### config.mk
export PLATFORM = sky130hd
export DESIGN_NAME = spi_xfer_seq
export DESIGN_NICKNAME = d
export VERILOG_FILES = /design/src/rtl/spi_seq_pkg.sv /design/src/rtl/spi_seq_timer.sv /design/src/rtl/spi_seq_bus.sv /design/src/rtl/spi_xfer_seq.sv
export SDC_FILE = /design/constraint.sdc
export NUM_CORES = 1
export LEC_CHECK = 0
export ABC_AREA = 1
export BUFFER_PORTS_ARGS = -buffer_cell sky130_fd_sc_hd__buf_4
export CAP_MARGIN = 20
export CORE_UTILIZATION = 55
export DETAILED_ROUTE_END_ITERATION = 16
export GPL_ROUTABILITY_DRIVEN = 1
export PLACE_DENSITY = 0.87
export SYNTH_ARGS = -nofsm -noshare
export SYNTH_HDL_FRONTEND = slang
export SYNTH_HIERARCHICAL = 1
export SYNTH_SLANG_ARGS = --single-unit
### constraint.sdc
create_clock -name clk -period 3.6 [get_ports clk]
set_input_delay 0.36 -clock clk [delete_from_list [all_inputs] [get_ports clk]]
set_output_delay 0.36 -clock clk [all_outputs]
set_load 0.005 [all_outputs]
### src/rtl/spi_seq_pkg.sv
// Shared types and field positions for the SPI request/response sequencer.
// Assumes the master's control and status fields sit at the bit positions below.
package spi_seq_pkg;

    typedef enum logic [3:0] {
        S_IDLE,
        S_RD_FL,
        S_WR_FL,
        S_RD_HT,
        S_WR_HT,
        S_PUSH,
        S_TXW,
        S_RXP,
        S_POP,
        S_SETTLE,
        S_DONE
    } seq_state_t;

    localparam int FLUSH_BIT   = 10;
    localparam int HALT_BIT    = 0;
    localparam int KEEP_CS_BIT = 31;
    localparam int TXC_LSB     = 12;
    localparam int TXC_MSB     = 15;
    localparam int RXC_LSB     = 4;
    localparam int RXC_MSB     = 7;

endpackage

### src/rtl/spi_seq_timer.sv
// Loadable down-counter with a zero flag, used for the poll budget and the
// settle delay. Assumes load takes priority over decrement; stops at zero.
module spi_seq_timer #(
    parameter int W = 8
) (
    input  logic         clk,
    input  logic         rst_n,
    input  logic         load_i,
    input  logic [W-1:0] load_val_i,
    input  logic         dec_i,
    output logic         zero_o
);

    logic [W-1:0] cnt_q;

    // Count register: load, else decrement while nonzero.
    always_ff @(posedge clk) begin
        if (!rst_n) begin
            cnt_q <= '0;
        end else if (load_i) begin
            cnt_q <= load_val_i;
        end else if (dec_i && (cnt_q != '0)) begin
            cnt_q <= cnt_q - 1'b1;
        end
    end

    assign zero_o = (cnt_q == '0);

endmodule

### src/rtl/spi_seq_bus.sv
// Builds the register-port access for each sequencer step. Purely
// combinational; assumes state, captured control value and request are stable.
module spi_seq_bus
    import spi_seq_pkg::*;
#(
    parameter int         ADDR_W   = 8,
    parameter logic [7:0] CTRL_OFS = 8'h00,
    parameter logic [7:0] STAT_OFS = 8'h2C,
    parameter logic [7:0] PUSH_OFS = 8'h34,
    parameter logic [7:0] POP_OFS  = 8'h38
) (
    input  seq_state_t        state_i,
    input  logic [31:0]       ctl_i,
    input  logic [23:0]       req_i,
    output logic              req_o,
    output logic              we_o,
    output logic [ADDR_W-1:0] addr_o,
    output logic [31:0]       wdata_o
);

    localparam logic [31:0] FLUSH_MASK = 32'(1) << FLUSH_BIT;
    localparam logic [31:0] HALT_MASK  = 32'(1) << HALT_BIT;
    localparam logic [31:0] KEEP_MASK  = 32'(1) << KEEP_CS_BIT;

    // Access decode: one register access per bus-facing state.
    always_comb begin
        req_o   = 1'b1;
        we_o    = 1'b0;
        addr_o  = ADDR_W'(CTRL_OFS);
        wdata_o = '0;
        case (state_i)
            S_RD_FL, S_RD_HT: addr_o = ADDR_W'(CTRL_OFS);
            S_WR_FL: begin
                we_o    = 1'b1;
                wdata_o = ctl_i | FLUSH_MASK;
            end
            S_WR_HT: begin
                we_o    = 1'b1;
                wdata_o = ctl_i & ~HALT_MASK;
            end
            S_PUSH: begin
                we_o    = 1'b1;
                addr_o  = ADDR_W'(PUSH_OFS);
                wdata_o = KEEP_MASK | {8'h00, req_i};
            end
            S_TXW, S_RXP: addr_o = ADDR_W'(STAT_OFS);
            S_POP:        addr_o = ADDR_W'(POP_OFS);
            default:      req_o  = 1'b0;
        endcase
    end

endmodule

### src/rtl/spi_xfer_seq.sv
// SPI request/response sequencer top. Runs flush, un-halt, push, drain,
// bounded poll, pop and settle on the master's register port, then reports.
// Assumes a req/ack register port where read data is valid with ack.
module spi_xfer_seq
    import spi_seq_pkg::*;
#(
    parameter int         POLL_MAX     = 1000,
    parameter int         SETTLE_UNITS = 10,
    parameter int         UNIT_CYC     = 8,
    parameter int         ADDR_W       = 8,
    parameter logic [7:0] CTRL_OFS     = 8'h00,
    parameter logic [7:0] STAT_OFS     = 8'h2C,
    parameter logic [7:0] PUSH_OFS     = 8'h34,
    parameter logic [7:0] POP_OFS      = 8'h38
) (
    input  logic              clk,
    input  logic              rst_n,
    input  logic              start_i,
    input  logic [23:0]       req_i,
    output logic              busy_o,
    output logic              done_o,
    output logic              timeout_o,
    output logic [15:0]       answer_o,
    output logic              bus_req_o,
    output logic              bus_we_o,
    output logic [ADDR_W-1:0] bus_addr_o,
    output logic [31:0]       bus_wdata_o,
    input  logic              bus_ack_i,
    input  logic [31:0]       bus_rdata_i
);

    localparam int SETTLE_CYC = SETTLE_UNITS * UNIT_CYC;
    localparam int POLL_W     = $clog2(POLL_MAX + 1);
    localparam int SET_W      = $clog2(SETTLE_CYC + 1);

    seq_state_t  state_q;
    logic [23:0] req_q;
    logic [31:0] ctl_q;
    logic [15:0] ans_q;
    logic        to_q;
    logic        acc_done;
    logic        tx_empty;
    logic        rx_has;
    logic        poll_load, poll_dec, poll_zero;
    logic        set_load, set_dec, set_zero;

    assign acc_done = bus_req_o && bus_ack_i;
    assign tx_empty = (bus_rdata_i[TXC_MSB:TXC_LSB] == '0);
    assign rx_has   = (bus_rdata_i[RXC_MSB:RXC_LSB] != '0);

    assign poll_load = (state_q == S_TXW) && acc_done && tx_empty;
    assign poll_dec  = (state_q == S_RXP) && acc_done && !rx_has;
    assign set_load  = (state_q == S_POP) && acc_done;
    assign set_dec   = (state_q == S_SETTLE);

    spi_seq_timer #(.W(POLL_W)) poll_tmr_i (
        .clk        (clk),
        .rst_n      (rst_n),
        .load_i     (poll_load),
        .load_val_i (POLL_W'(POLL_MAX - 1)),
        .dec_i      (poll_dec),
        .zero_o     (poll_zero)
    );

    spi_seq_timer #(.W(SET_W)) settle_tmr_i (
        .clk        (clk),
        .rst_n      (rst_n),
        .load_i     (set_load),
        .load_val_i (SET_W'(SETTLE_CYC - 1)),
        .dec_i      (set_dec),
        .zero_o     (set_zero)
    );

    spi_seq_bus #(
        .ADDR_W   (ADDR_W),
        .CTRL_OFS (CTRL_OFS),
        .STAT_OFS (STAT_OFS),
        .PUSH_OFS (PUSH_OFS),
        .POP_OFS  (POP_OFS)
    ) bus_i (
        .state_i (state_q),
        .ctl_i   (ctl_q),
        .req_i   (req_q),
        .req_o   (bus_req_o),
        .we_o    (bus_we_o),
        .addr_o  (bus_addr_o),
        .wdata_o (bus_wdata_o)
    );

    // Sequence control: steps through the exchange and captures results.
    always_ff @(posedge clk) begin
        if (!rst_n) begin
            state_q <= S_IDLE;
            req_q   <= '0;
            ctl_q   <= '0;
            ans_q   <= '0;
            to_q    <= 1'b0;
        end else begin
            case (state_q)
                S_IDLE: if (start_i) begin
                    req_q   <= req_i;
                    to_q    <= 1'b0;
                    state_q <= S_RD_FL;
                end
                S_RD_FL: if (acc_done) begin
                    ctl_q   <= bus_rdata_i;
                    state_q <= S_WR_FL;
                end
                S_WR_FL: if (acc_done) state_q <= S_RD_HT;
                S_RD_HT: if (acc_done) begin
                    ctl_q   <= bus_rdata_i;
                    state_q <= S_WR_HT;
                end
                S_WR_HT: if (acc_done) state_q <= S_PUSH;
                S_PUSH:  if (acc_done) state_q <= S_TXW;
                S_TXW:   if (acc_done && tx_empty) state_q <= S_RXP;
                S_RXP: if (acc_done) begin
                    if (rx_has) begin
                        state_q <= S_POP;
                    end else if (poll_zero) begin
                        to_q    <= 1'b1;
                        state_q <= S_POP;
                    end
                end
                S_POP: if (acc_done) begin
                    ans_q   <= bus_rdata_i[15:0];
                    state_q <= S_SETTLE;
                end
                S_SETTLE: if (set_zero) state_q <= S_DONE;
                S_DONE:   state_q <= S_IDLE;
                default:  state_q <= S_IDLE;
            endcase
        end
    end

    assign busy_o    = (state_q != S_IDLE);
    assign done_o    = (state_q == S_DONE);
    assign timeout_o = to_q;
    assign answer_o  = ans_q;


    bus_hold_chk: assert property (@(posedge clk) disable iff (!rst_n)
        (bus_req_o && !bus_ack_i) |=> (bus_req_o && $stable(bus_addr_o)
            && $stable(bus_we_o) && $stable(bus_wdata_o)));


    done_pulse_chk: assert property (@(posedge clk) disable iff (!rst_n)
        done_o |=> !done_o);


    answer_hold_chk: assert property (@(posedge clk) disable iff (!rst_n)
        (!busy_o && !start_i) |=> ($stable(answer_o) && $stable(timeout_o)));


    busy_ignore_chk: assert property (@(posedge clk) disable iff (!rst_n)
        (busy_o && start_i) |=> $stable(req_q));


    tx_drain_chk: assert property (@(posedge clk) disable iff (!rst_n)
        (state_q == S_TXW && acc_done && !tx_empty) |=> (state_q == S_TXW));


    rx_stop_chk: assert property (@(posedge clk) disable iff (!rst_n)
        (state_q == S_RXP && acc_done && rx_has) |=> (state_q == S_POP && !to_q));


    poll_more_chk: assert property (@(posedge clk) disable iff (!rst_n)
        (state_q == S_RXP && acc_done && !rx_has && !poll_zero) |=> (state_q == S_RXP));


    settle_quiet_chk: assert property (@(posedge clk) disable iff (!rst_n)
        done_o |-> ($past(state_q) == S_SETTLE && !bus_req_o));

endmodule

==> flow_summary.yaml <==
sta:
  hold_viol: 0
  tightest_slew_ns: 0.966
  finalSetupTns_ns: 0
  final_max_slew_viol_count: 0
  setup_violations: 0
  period_share_pct: 75.3
  fin_crit_ns: 2.71
  slew_headroom_pct: 35.5
  max_freq_mhz: 369
  skew_ns: 0.0108
  grt_setup_unrepaired: "false"
pwr:
  switching_share_pct: 40.8
  finalPower_w: 0.00337
  p_int_w: 0.00199
  max-vdd-ir-drop_mv: 0.314
  power.switching_w: 0.00138
  combPwrFrac_pct: 37.7
  seqPwrFrac_pct: 41.0
  p_clk_share_pct: 21.3
  power.leakage_nw: 3.06
  p_per_area_nw_per_um2: 546
synthesis:
  synth_area_um2: 5120
  synth-simple-area-share_pct: 43.9
  synth_cells: 769
  synth.distinct_cells: 34
  synthXorXnorAreaFrac_pct: 0.342
  synthMuxAreaShare_pct: 0
  synth_top_family_by_area: "simple AND/OR/NAND/NOR gates"
  synth-compound-area-share_pct: 9.34
  async_flop_share_pct: 0
  synth-main-ff-cell: "dfxtp_1"
  ys_seq_area_share_pct: 36.8
  synth_edf_count: 0
  syn_area_per_cell_um2: 6.66
  ys_seq_elements: 94
  synth_adder_area_share_pct: 0.489
  ys_warn_count: 6
cells_and_area:
  final_core_util_pct: 69.8
  most-common-layout-cells: "nor2_1, nand3_1, buf_4, dfxtp_1, nand2_1"
  drive_gt1_share_pct: 22.4
  design_area_um2: 6170
  area_delta_synth_final_pct: 20.6
  fill_cells: 744
  nNetsFinal: 937
  n_antenna_cell: 0
  layout_commonest_cell: "nor2_1"
die:
  core_um2: 8850
  num_rows: 34
  initial_core_util_pct: 57.9
  io_pins: 121
  die_h_um: 98.5
  die_w_um: 98.5
  dieArea_um2: 9700
grt:
  grt_usage_pct: 28.4
  grt_overflow: 0
  grt_pass1_wl_mm: 22.3
  antenna_found_initial: 0
  grt_max_degree: 86
  first_global_vias: 4722
routing:
  drtAntennaViolNets: 0
  routed_wl_mm: 13.7
  firstDrtPassIters: 7
  vias: 5345
  first_iter_violations: 452
  vias_per_cell: 5.41
  drc_errors: 0
  wl_per_cell_um: 13.8
setup_path:
  worstSetupStartpointType: "flip-flop"
  cp_max_fo: 33
  cpPeakStageDelay_ns: 0.74
  endpoint_kind: "flip-flop"
  crit_top_cell: "nor2_1"
  cp_slowest_cell: "inv_1"
  arrival_ns: 3.01
  worstSetupPathType: "flip-flop to flip-flop"
  required_ns: 3.90
  path_cells: "nor2_2 > nand3_1 > nand3b_1 > nand2_1 > nor3_4 > buf_4 > inv_1 > nor2_1 > nor2_1"
  reg2regPathDepth: 9
clock_tree:
  clk_path_buf_depth: 2
  cts_tree: "built"
  h-tree-depth: 3
  clock-sinks: 94
  cts.repair.resized: 0
  cts_post_setup_buffers_inserted: 0
  clk_latency_ns: 0.36
  cts.clk_slew.worst_paths_ns: 0.09
  cts_buffers: 9
  hold_buffers: 0
  root_buffer: "clkbuf_8"
hold_path:
  hold_class: "input port to flip-flop"
  whs_path_depth: 3
status:
  status: "finished, final reports clean"
placed_design:
  port_buffers: 116
  hpwl_mm: 9.53
  dpl-instance-area_um2: 5970
  gp_congestion: 0.964
run:
  drv_cap: 0
[worst max-delay path: cells and delay by family (launching register included)]
kind | cells | cell delay [ns]
flip-flops | 1 | 0.67
AND/OR/NAND/NOR | 7 | 1.00
buffers and inverters | 2 | 0.97
[cell families (layout without fill, tap and decap cells)]
family / after synthesis / in the layout
AO/OA/AOI/OAI: 94 / 94
XOR/XNOR: 2 / 2
adder cells (fa/ha/maj): 2 / 2
buffers and inverters: 95 / 188
flip-flops: 94 / 94
other: 3 / 21
AND/OR/NAND/NOR: 479 / 479
[per-layer routing]
layer	up-vias	global-route usage, %	part of all wire, %
li1	2690	-	-
met1	2398	38.9	44
met2	235	46.7	47
met3	22	4.26	7.5
met4	0	8.27	1.3
met5	-	0	0
[Yosys cell counts, types with 10 or more instances]
| cell | count | area, um^2 |
|---|---|---|
| dfxtp_1 | 94 | 1880 |
| nor2_1 | 191 | 717 |
| clkbuf_1 | 11 | 41.3 |
| nand2_1 | 89 | 334 |
| nand3_1 | 141 | 706 |
| buf_2 | 20 | 100 |
| inv_2 | 16 | 60.1 |
| nand4_1 | 10 | 62.6 |
| inv_1 | 32 | 120 |
| nor2_4 | 10 | 113 |
| o21ai_0 | 81 | 405 |
| nor2_2 | 19 | 119 |
[power by group through the flow]
stage	clock network, W	logic [W]	registers [W]
floorplan	0	0.000933	0.00135
global placement	0	0.00122	0.00139
global route	0.000763	0.00141	0.00140
finish	0.000718	0.00127	0.00138
detailed placement	0	0.00125	0.00140
CTS	0.000722	0.00125	0.00138
[metrics by stage]
step	cells	setup WS, ns	hold WS [ns]
after floorplan	787	1.17	0.442
after global placement	972	1.11	0.453
after detailed placement	972	0.918	0.456
after CTS	988	0.896	0.212
after global routing	988	0.596	0.214
final	988	0.888	0.215
[state kept, by name, summed over array words and instances, names as in the netlist]
register	cells
req_q	24
state_q	4
ctl_q	32
poll_tmr_i/cnt_q	10
settle_tmr_i/cnt_q	7
answer_o	16
timeout_o	1
[worst paths after layout]
path,startpoint,endpoint,slack (ns)
worst max register to register,state_q[1]$_SDFFE_PN0P_,ctl_q[27]$_SDFFE_PN0P_,0.89
worst min register to register,timeout_o$_SDFFE_PN0P_,timeout_o$_SDFFE_PN0P_,0.47
worst max-delay path,state_q[1]$_SDFFE_PN0P_,ctl_q[27]$_SDFFE_PN0P_,0.89
worst min-delay path,req_i[11],req_q[11]$_SDFFE_PN0P_,0.21
[area by class of cell]
| cell class | count | area (um^2) | share of cell area, % |
|---|---|---|---|
| repair buffers | 123 | 923 | 15.0 |
| inverters | 49 | 186 | 3.02 |
| flip-flops and latches | 94 | 1880 | 30.5 |
| well taps | 108 | 135 | 2.19 |
| clock buffers | 11 | 141 | 2.29 |
| clock inverters | 5 | 58.8 | 0.953 |
| multi-input cells | 598 | 2850 | 46.1 |
Power figures use the tool's default switching activity.
